### src/rtl/sdpwr_pkg.sv
// Package: shared field layout, voltage codes and sequencer states for the
// SD bus supply control register. Assumes the 8-bit layout below is fixed.
package sdpwr_pkg;

    localparam int REG_W  = 8;
    localparam int CODE_W = 3;

    // Voltage codes recognised by the qualifier
    localparam logic [CODE_W-1:0] CODE_1V8 = 3'b101;
    localparam logic [CODE_W-1:0] CODE_3V0 = 3'b110;
    localparam logic [CODE_W-1:0] CODE_3V3 = 3'b111;

    // Register image, MSB first
    typedef struct packed {
        logic [CODE_W-1:0] vdd2_code;
        logic              vdd2_on;
        logic [CODE_W-1:0] vdd1_code;
        logic              vdd1_on;
    } supply_reg_t;

    // Power-down sequencer states
    typedef enum logic [1:0] {
        PS_OFF        = 2'd0,
        PS_ON         = 2'd1,
        PS_DRIVE_LOW  = 2'd2,
        PS_SUPPLY_OFF = 2'd3
    } pwr_state_e;

endpackage

### src/rtl/sdpwr_sync.sv
// Module: multi-flop level synchroniser for the card-present input.
// Assumes STAGES >= 2 and a slowly changing level input.
module sdpwr_sync #(
    parameter int   STAGES    = 2,
    parameter logic RESET_VAL = 1'b0
) (
    input  logic clk,
    input  logic rst_n,
    input  logic d_async,
    output logic q_sync
);

    logic [STAGES-1:0] chain_q;

    // Shift the asynchronous level through the flop chain
    always_ff @(posedge clk) begin
        if (!rst_n) begin
            chain_q <= {STAGES{RESET_VAL}};
        end else begin
            chain_q <= {chain_q[STAGES-2:0], d_async};
        end
    end

    assign q_sync = chain_q[STAGES-1];

endmodule

### src/rtl/sdpwr_regfile.sv
// Module: the supply control byte. Software loads the whole byte; a hardware
// clear of the VDD1 enable bit overrides a write in the same cycle.
// Assumes hw_clr_vdd1 is already synchronous to clk.
module sdpwr_regfile
    import sdpwr_pkg::*;
(
    input  logic             clk,
    input  logic             rst_n,
    input  logic             wr_en,
    input  logic [REG_W-1:0] wr_data,
    input  logic             hw_clr_vdd1,
    output supply_reg_t      regs
);

    supply_reg_t regs_nxt;

    // Next register value: write first, then hardware clear on top
    always_comb begin
        regs_nxt = regs;
        if (wr_en) begin
            regs_nxt = supply_reg_t'(wr_data);
        end
        if (hw_clr_vdd1) begin
            regs_nxt.vdd1_on = 1'b0;
        end
    end

    // Register storage with synchronous reset to all zero
    always_ff @(posedge clk) begin
        if (!rst_n) begin
            regs <= '0;
        end else begin
            regs <= regs_nxt;
        end
    end

endmodule

### src/rtl/sdpwr_qualify.sv
// Module: decides whether each supply request is backed by a supported
// voltage code. Purely combinational; capability inputs are static levels.
module sdpwr_qualify
    import sdpwr_pkg::*;
(
    input  supply_reg_t regs,
    input  logic        cap_vdd1_18,
    input  logic        cap_vdd1_30,
    input  logic        cap_vdd1_33,
    input  logic        cap_vdd2_18,
    output logic        vdd1_ok,
    output logic        vdd2_ok
);

    logic vdd1_code_ok;
    logic vdd2_code_ok;

    // VDD1: each valid code needs its own capability bit
    always_comb begin
        unique case (regs.vdd1_code)
            CODE_1V8: vdd1_code_ok = cap_vdd1_18;
            CODE_3V0: vdd1_code_ok = cap_vdd1_30;
            CODE_3V3: vdd1_code_ok = cap_vdd1_33;
            default:  vdd1_code_ok = 1'b0;
        endcase
    end

    // VDD2: only the 1.8V code is usable, and only when supported
    always_comb begin
        vdd2_code_ok = (regs.vdd2_code == CODE_1V8) && cap_vdd2_18;
    end

    // Combine enable bits with code checks
    always_comb begin
        vdd1_ok = regs.vdd1_on && vdd1_code_ok;
        vdd2_ok = regs.vdd2_on && vdd2_code_ok;
    end

endmodule

### src/rtl/sdpwr_seq.sv
// Module: VDD1 power-up and power-down sequencer with pad overrides.
// On loss of qualification it drives the selected lines low for
// DRIVE_LOW_CYCLES, drops the supply for one cycle, then tri-states.
// Assumes DRIVE_LOW_CYCLES >= 1 and card_ok synchronous to clk.
module sdpwr_seq
    import sdpwr_pkg::*;
#(
    parameter int DRIVE_LOW_CYCLES = 8,
    parameter int DAT_W            = 4,
    parameter int OOB_LINE         = 2
) (
    input  logic             clk,
    input  logic             rst_n,
    input  logic             vdd1_ok,
    input  logic             card_ok,
    input  logic             uhs2_mode,
    input  logic             dat2_oob_irq,
    output pwr_state_e       state,
    output logic             vdd1_en,
    output logic             cmd_drive_low,
    output logic             cmd_hiz,
    output logic [DAT_W-1:0] dat_drive_low,
    output logic [DAT_W-1:0] dat_hiz
);

    localparam int CNT_W = $clog2(DRIVE_LOW_CYCLES + 1);
    localparam logic [CNT_W-1:0] CNT_LAST = CNT_W'(DRIVE_LOW_CYCLES - 1);

    pwr_state_e       state_nxt;
    logic [CNT_W-1:0] cnt_q;
    logic             cmd_low_q;
    logic [DAT_W-1:0] dat_low_q;
    logic [DAT_W-1:0] oob_mask;
    logic             oob_active;
    logic             need_low;

    // Mask selecting the out-of-band interrupt line, if the bus has it
    generate
        if (DAT_W > OOB_LINE) begin : g_oob
            assign oob_mask = {{(DAT_W-1){1'b0}}, 1'b1} << OOB_LINE;
        end else begin : g_no_oob
            assign oob_mask = '0;
        end
    endgenerate

    assign oob_active = uhs2_mode && dat2_oob_irq;
    assign need_low   = card_ok || oob_active;

    // Next-state decision
    always_comb begin
        state_nxt = state;
        unique case (state)
            PS_OFF:        if (vdd1_ok) state_nxt = PS_ON;
            PS_ON:         if (!vdd1_ok) state_nxt = need_low ? PS_DRIVE_LOW : PS_SUPPLY_OFF;
            PS_DRIVE_LOW:  if (cnt_q == CNT_LAST) state_nxt = PS_SUPPLY_OFF;
            PS_SUPPLY_OFF: state_nxt = PS_OFF;
            default:       state_nxt = PS_OFF;
        endcase
    end

    // State register
    always_ff @(posedge clk) begin
        if (!rst_n) begin
            state <= PS_OFF;
        end else begin
            state <= state_nxt;
        end
    end

    // Drive-low dwell counter, restarted whenever the supply is on
    always_ff @(posedge clk) begin
        if (!rst_n) begin
            cnt_q <= '0;
        end else if (state == PS_DRIVE_LOW) begin
            cnt_q <= cnt_q + CNT_W'(1);
        end else begin
            cnt_q <= '0;
        end
    end

    // Capture which lines to hold low at the moment power-down starts
    always_ff @(posedge clk) begin
        if (!rst_n) begin
            cmd_low_q <= 1'b0;
            dat_low_q <= '0;
        end else if (state == PS_ON && !vdd1_ok) begin
            cmd_low_q <= card_ok;
            dat_low_q <= card_ok ? {DAT_W{1'b1}} : (oob_active ? oob_mask : '0);
        end
    end

    // Pad overrides and supply enable decoded from the state
    always_comb begin
        vdd1_en       = 1'b0;
        cmd_drive_low = 1'b0;
        cmd_hiz       = 1'b1;
        dat_drive_low = '0;
        dat_hiz       = {DAT_W{1'b1}};
        unique case (state)
            PS_ON: begin
                vdd1_en = 1'b1;
                cmd_hiz = 1'b0;
                dat_hiz = '0;
            end
            PS_DRIVE_LOW: begin
                vdd1_en       = 1'b1;
                cmd_drive_low = cmd_low_q;
                cmd_hiz       = ~cmd_low_q;
                dat_drive_low = dat_low_q;
                dat_hiz       = ~dat_low_q;
            end
            PS_SUPPLY_OFF: begin
                cmd_drive_low = cmd_low_q;
                cmd_hiz       = ~cmd_low_q;
                dat_drive_low = dat_low_q;
                dat_hiz       = ~dat_low_q;
            end
            default: begin
                vdd1_en = 1'b0;
            end
        endcase
    end

endmodule

### src/rtl/sd_supply_ctrl.sv
// Module: top of the SD bus supply control register. Ties the card-present
// synchroniser, the register byte, the voltage qualifier and the
// power-down sequencer together. Assumes a single clock domain apart from
// card_present, which is asynchronous.
module sd_supply_ctrl
    import sdpwr_pkg::*;
#(
    parameter int DRIVE_LOW_CYCLES = 8,
    parameter int SYNC_STAGES      = 2,
    parameter int DAT_W            = 4
) (
    input  logic              clk,
    input  logic              rst_n,
    input  logic              wr_en,
    input  logic [7:0]        wr_data,
    output logic [7:0]        rd_data,
    input  logic              card_present,
    input  logic              cap_vdd1_18,
    input  logic              cap_vdd1_30,
    input  logic              cap_vdd1_33,
    input  logic              cap_vdd2_18,
    input  logic              uhs2_mode,
    input  logic              dat2_oob_irq,
    output logic              vdd1_en,
    output logic [2:0]        vdd1_sel,
    output logic              vdd2_en,
    output logic [2:0]        vdd2_sel,
    output logic              sdclk_low,
    output logic              cmd_drive_low,
    output logic              cmd_hiz,
    output logic [DAT_W-1:0]  dat_drive_low,
    output logic [DAT_W-1:0]  dat_hiz
);

    supply_reg_t regs;
    pwr_state_e  seq_state;
    logic        card_ok;
    logic        vdd1_ok;
    logic        vdd2_ok;

    sdpwr_sync #(
        .STAGES    (SYNC_STAGES),
        .RESET_VAL (1'b0)
    ) u_card_sync (
        .clk     (clk),
        .rst_n   (rst_n),
        .d_async (card_present),
        .q_sync  (card_ok)
    );

    sdpwr_regfile u_regs (
        .clk         (clk),
        .rst_n       (rst_n),
        .wr_en       (wr_en),
        .wr_data     (wr_data),
        .hw_clr_vdd1 (~card_ok),
        .regs        (regs)
    );

    sdpwr_qualify u_qual (
        .regs        (regs),
        .cap_vdd1_18 (cap_vdd1_18),
        .cap_vdd1_30 (cap_vdd1_30),
        .cap_vdd1_33 (cap_vdd1_33),
        .cap_vdd2_18 (cap_vdd2_18),
        .vdd1_ok     (vdd1_ok),
        .vdd2_ok     (vdd2_ok)
    );

    sdpwr_seq #(
        .DRIVE_LOW_CYCLES (DRIVE_LOW_CYCLES),
        .DAT_W            (DAT_W),
        .OOB_LINE         (2)
    ) u_seq (
        .clk           (clk),
        .rst_n         (rst_n),
        .vdd1_ok       (vdd1_ok),
        .card_ok       (card_ok),
        .uhs2_mode     (uhs2_mode),
        .dat2_oob_irq  (dat2_oob_irq),
        .state         (seq_state),
        .vdd1_en       (vdd1_en),
        .cmd_drive_low (cmd_drive_low),
        .cmd_hiz       (cmd_hiz),
        .dat_drive_low (dat_drive_low),
        .dat_hiz       (dat_hiz)
    );

    // Register read-back and voltage-select outputs
    always_comb begin
        rd_data  = regs;
        vdd1_sel = regs.vdd1_code;
        vdd2_sel = regs.vdd2_code;
    end

    // Qualified VDD2 enable and SDCLK hold-low
    always_comb begin
        vdd2_en   = vdd2_ok;
        sdclk_low = ~regs.vdd1_on | ~vdd1_en;
    end

endmodule

### config.mk
export PLATFORM = sky130hd
export DESIGN_NAME = sd_supply_ctrl
export DESIGN_NICKNAME = d
export VERILOG_FILES = /design/src/rtl/sdpwr_pkg.sv /design/src/rtl/sdpwr_sync.sv /design/src/rtl/sdpwr_regfile.sv /design/src/rtl/sdpwr_qualify.sv /design/src/rtl/sdpwr_seq.sv /design/src/rtl/sd_supply_ctrl.sv
export SDC_FILE = /design/constraint.sdc
export NUM_CORES = 1
export LEC_CHECK = 0
export BUFFER_PORTS_ARGS = -buffer_cell sky130_fd_sc_hd__clkbuf_2
export CORE_ASPECT_RATIO = 0.7
export CORE_MARGIN = 5
export CORE_UTILIZATION = 48
export CTS_CLUSTER_SIZE = 28
export DETAILED_ROUTE_END_ITERATION = 6
export GPL_TIMING_DRIVEN = 0
export PLACE_DENSITY_LB_ADDON = 0.08
export SLEW_MARGIN = 20
export SYNTH_ARGS = -nofsm -noshare
export SYNTH_HDL_FRONTEND = slang
export SYNTH_SLANG_ARGS = --single-unit
### constraint.sdc
create_clock -name clk -period 2.4 [get_ports clk]
set_input_delay 0.48 -clock clk [delete_from_list [all_inputs] [get_ports clk]]
set_output_delay 0.48 -clock clk [all_outputs]
set_load 0.005 [all_outputs]
==> flow_summary.json <==
{
  "synth-async-reset-ratio_pct": 0,
  "finalPower_mw": 0.581,
  "tightest_slew_ns": 0.368,
  "dr.pass1.iters": 4,
  "min_from": "card_present",
  "status": "complete, no violations",
  "die-area_um2": 3020,
  "reg2regPathDepth": 5,
  "nets": 173,
  "setup_tns_ns": 0,
  "synth_edf_count": 0,
  "cp.arrival_ns": 1.73,
  "via_count": 827,
  "ant_nets": 0,
  "cellPowerDensity_nw_per_um2": 468,
  "syn-num-nets": 125,
  "clk_latency_ns": 0.29,
  "synth_area_leaders": "dfxtp_1, mux2i_1, buf_4",
  "hold_depth": 2,
  "overflow": 0,
  "grt_max_degree": 11,
  "rsz0062_at_grt": "no",
  "numCtsBuffers": 3,
  "dpl.hpwl_mm": 1.83,
  "setup_violations": 0,
  "dr.first_iter.drc_count": 33,
  "final_layout_size_suffix_gt1_share_pct": 42.6,
  "netlist_instances": 101,
  "ys.warnings.count": 0,
  "p_leak_nw": 0.625,
  "maxCapViolCount": 0,
  "dp_cells": 166,
  "required_ns": 1.92,
  "clkTransAtPathRegs_ns": 0.10,
  "viasPerCell": 4.86,
  "die_w_um": 63.5,
  "cts_resized": 0,
  "r2r-end": "u_seq.state[0]$_SDFFE_PN0P_",
  "ys_seq_area_share_pct": 37.4,
  "wl_mm": 2.24,
  "hold_slack_ns": 0.395,
  "timing.fmax_ghz": 0.452,
  "io_pins": 45,
  "cts_tree": "built",
  "stdcell_area_um2": 1240,
  "holdPathEnd": "u_card_sync.chain_q[0]$_SDFF_PN0_",
  "relSlewSlack_pct": 75.5,
  "critPathMaxFanout": 8,
  "synth_cell_types": 28,
  "synth_top_area_share_pct": 37.4,
  "period_share_pct": 92.1,
  "antenna_cells": 0,
  "syn2layout_area_growth_pct": 29.0,
  "clock_tree.buffer_depth": 2,
  "fin_crit_ns": 2.21,
  "synth.most_common_cell": "dfxtp_1",
  "syn_area_per_cell_um2": 9.54,
  "crit_path_start_kind": "flop",
  "ir_worst_vdd_uv": 366,
  "drc": 0,
  "critPathCaptureType": "output port",
  "grt_pass1_vias": 845,
  "numClockSinks": 18,
  "hold_buffers": 0,
  "finClkSkew_ns": 0.00237,
  "wl_per_cell_um": 13.2,
  "layout.cells.non_filler": 170,
  "synth_area_um2": 963,
  "cts.htree.levels": 1,
  "dpl_cell_area_um2": 1210,
  "postCtsSetupBuffers": 0,
  "grt.total_usage_pct": 15.1,
  "hold_viol": 0,
  "worstReg2RegStart": "u_seq.state[1]$_SDFFE_PN0P_",
  "chipHeight_um": 47.5,
  "gp_congestion": 0.723,
  "io_buffers": 43,
  "hold_path_class": "in2reg",
  "drv_slew": 0,
  "worstSetupPathType": "reg2out",
  "antenna_found_initial": 0,
  "yosysTopAreaCell": "dfxtp_1",
  "synth_commonest_cells": "dfxtp_1, buf_4, mux2i_1, nor2b_1",
  "rows": 13,
  "core-area_um2": 1890,
  "cts_root_buffer": "clkbuf_4",
  "yosys_register_bits": 18,
  "synth_ff_type": "dfxtp_1",
  "initial_utilization_pct": 51.1,
  "grt_first_pass_wirelength_mm": 3.53,
  "r2r_slack_ns": 0.59
}
kinds of logic after synthesis:
group                      share of synthesized area, %
buffers and inverters                              11.4
DFF                                                37.4
adders and majority gates                          7.79
AOI/OAI and AO/OA                                  11.7
and+or+nand+nor                                    17.3
muxes                                              12.6
xor gates and xnor gates                           1.82
layout by cell type (no fill, tap or decap):
cell type / instances
o31ai_2: 1
clkbuf_2: 43
buf_2: 1
ha_1: 6
a21boi_1: 1
o221a_1: 1
mux2_1: 1
a211oi_1: 2
xor2_1: 1
buf_4: 12
clkbuf_1: 2
a21oi_1: 6
inv_1: 2
dfxtp_1: 18
nor3_2: 1
o21a_1: 2
or2_1: 1
o211ai_2: 1
nand3_1: 1
nor2b_1: 8
and3_1: 1
clkbuf_8: 1
and3b_1: 1
clkbuf_4: 3
a211o_1: 1
xnor2_1: 1
and2_1: 2
nor2_1: 7
mux2i_1: 11
nand3b_1: 2
nand2_1: 7
final cells by class:
type,count,area (um2)
Fill cell,169,644
Multi-Input combinational cell,66,493
Sequential cell,18,360
Timing Repair Buffer,43,215
Buffer,15,103
Clock buffer,4,36.3
Tap cell,22,27.5
Inverter,2,7.51
per-stage QoR:
stage / setup slack [ns] / util (%)
final: 0.190 / 65.8
after global placement: 0.557 / 63.9
after CTS: 0.170 / 65.8
after global routing: 0.0820 / 65.8
after detailed placement: 0.518 / 63.9
after floorplan: 0.768 / -
worst max-delay path, cell delays in order (launching register included):
cell	delay [ns]
dfxtp_1	0.41
inv_1	0.13
ha_1	0.21
clkbuf_1	0.20
o21a_1	0.26
buf_4	0.14
clkbuf_2	0.10
report_power, final:
| part | total [mW] | switching (mW) | internal [mW] |
|---|---|---|---|
| Combinational | 0.0775 | 0.0327 | 0.0448 |
| Sequential | 0.317 | 0.00913 | 0.308 |
| Clock | 0.187 | 0.0943 | 0.0923 |
layer usage:
layer / GRT usage [%] / vias to the layer above / share of wire [%]
met5: 0 / - / 0
met1: 16.0 / 382 / 42
met3: 3.52 / 2 / 4.6
met2: 30.8 / 20 / 52
li1: - / 423 / -
met4: 4.98 / 0 / 0.54
flip-flops by register name, indices dropped and copies added (netlist names):
register             count
u_seq.state              2
u_regs.regs              8
u_seq.cnt_q              4
u_card_sync.chain_q      2
u_seq.dat_low_q          2
worst max path at each step:
stage                                 from                to  cells after the start
3_5_place_dp   u_seq.state[0]$_SDFFE_PN0P_  dat_drive_low[1]                      6
4_1_cts        u_seq.state[0]$_SDFFE_PN0P_  dat_drive_low[1]                      6
2_1_floorplan  u_seq.state[0]$_SDFFE_PN0P_  dat_drive_low[0]                      5
6_report       u_seq.state[0]$_SDFFE_PN0P_  dat_drive_low[1]                      6
5_1_grt        u_seq.state[1]$_SDFFE_PN0P_  dat_drive_low[3]                      5
3_3_place_gp   u_seq.state[0]$_SDFFE_PN0P_  dat_drive_low[0]                      6
Power figures use the tool's default switching activity.
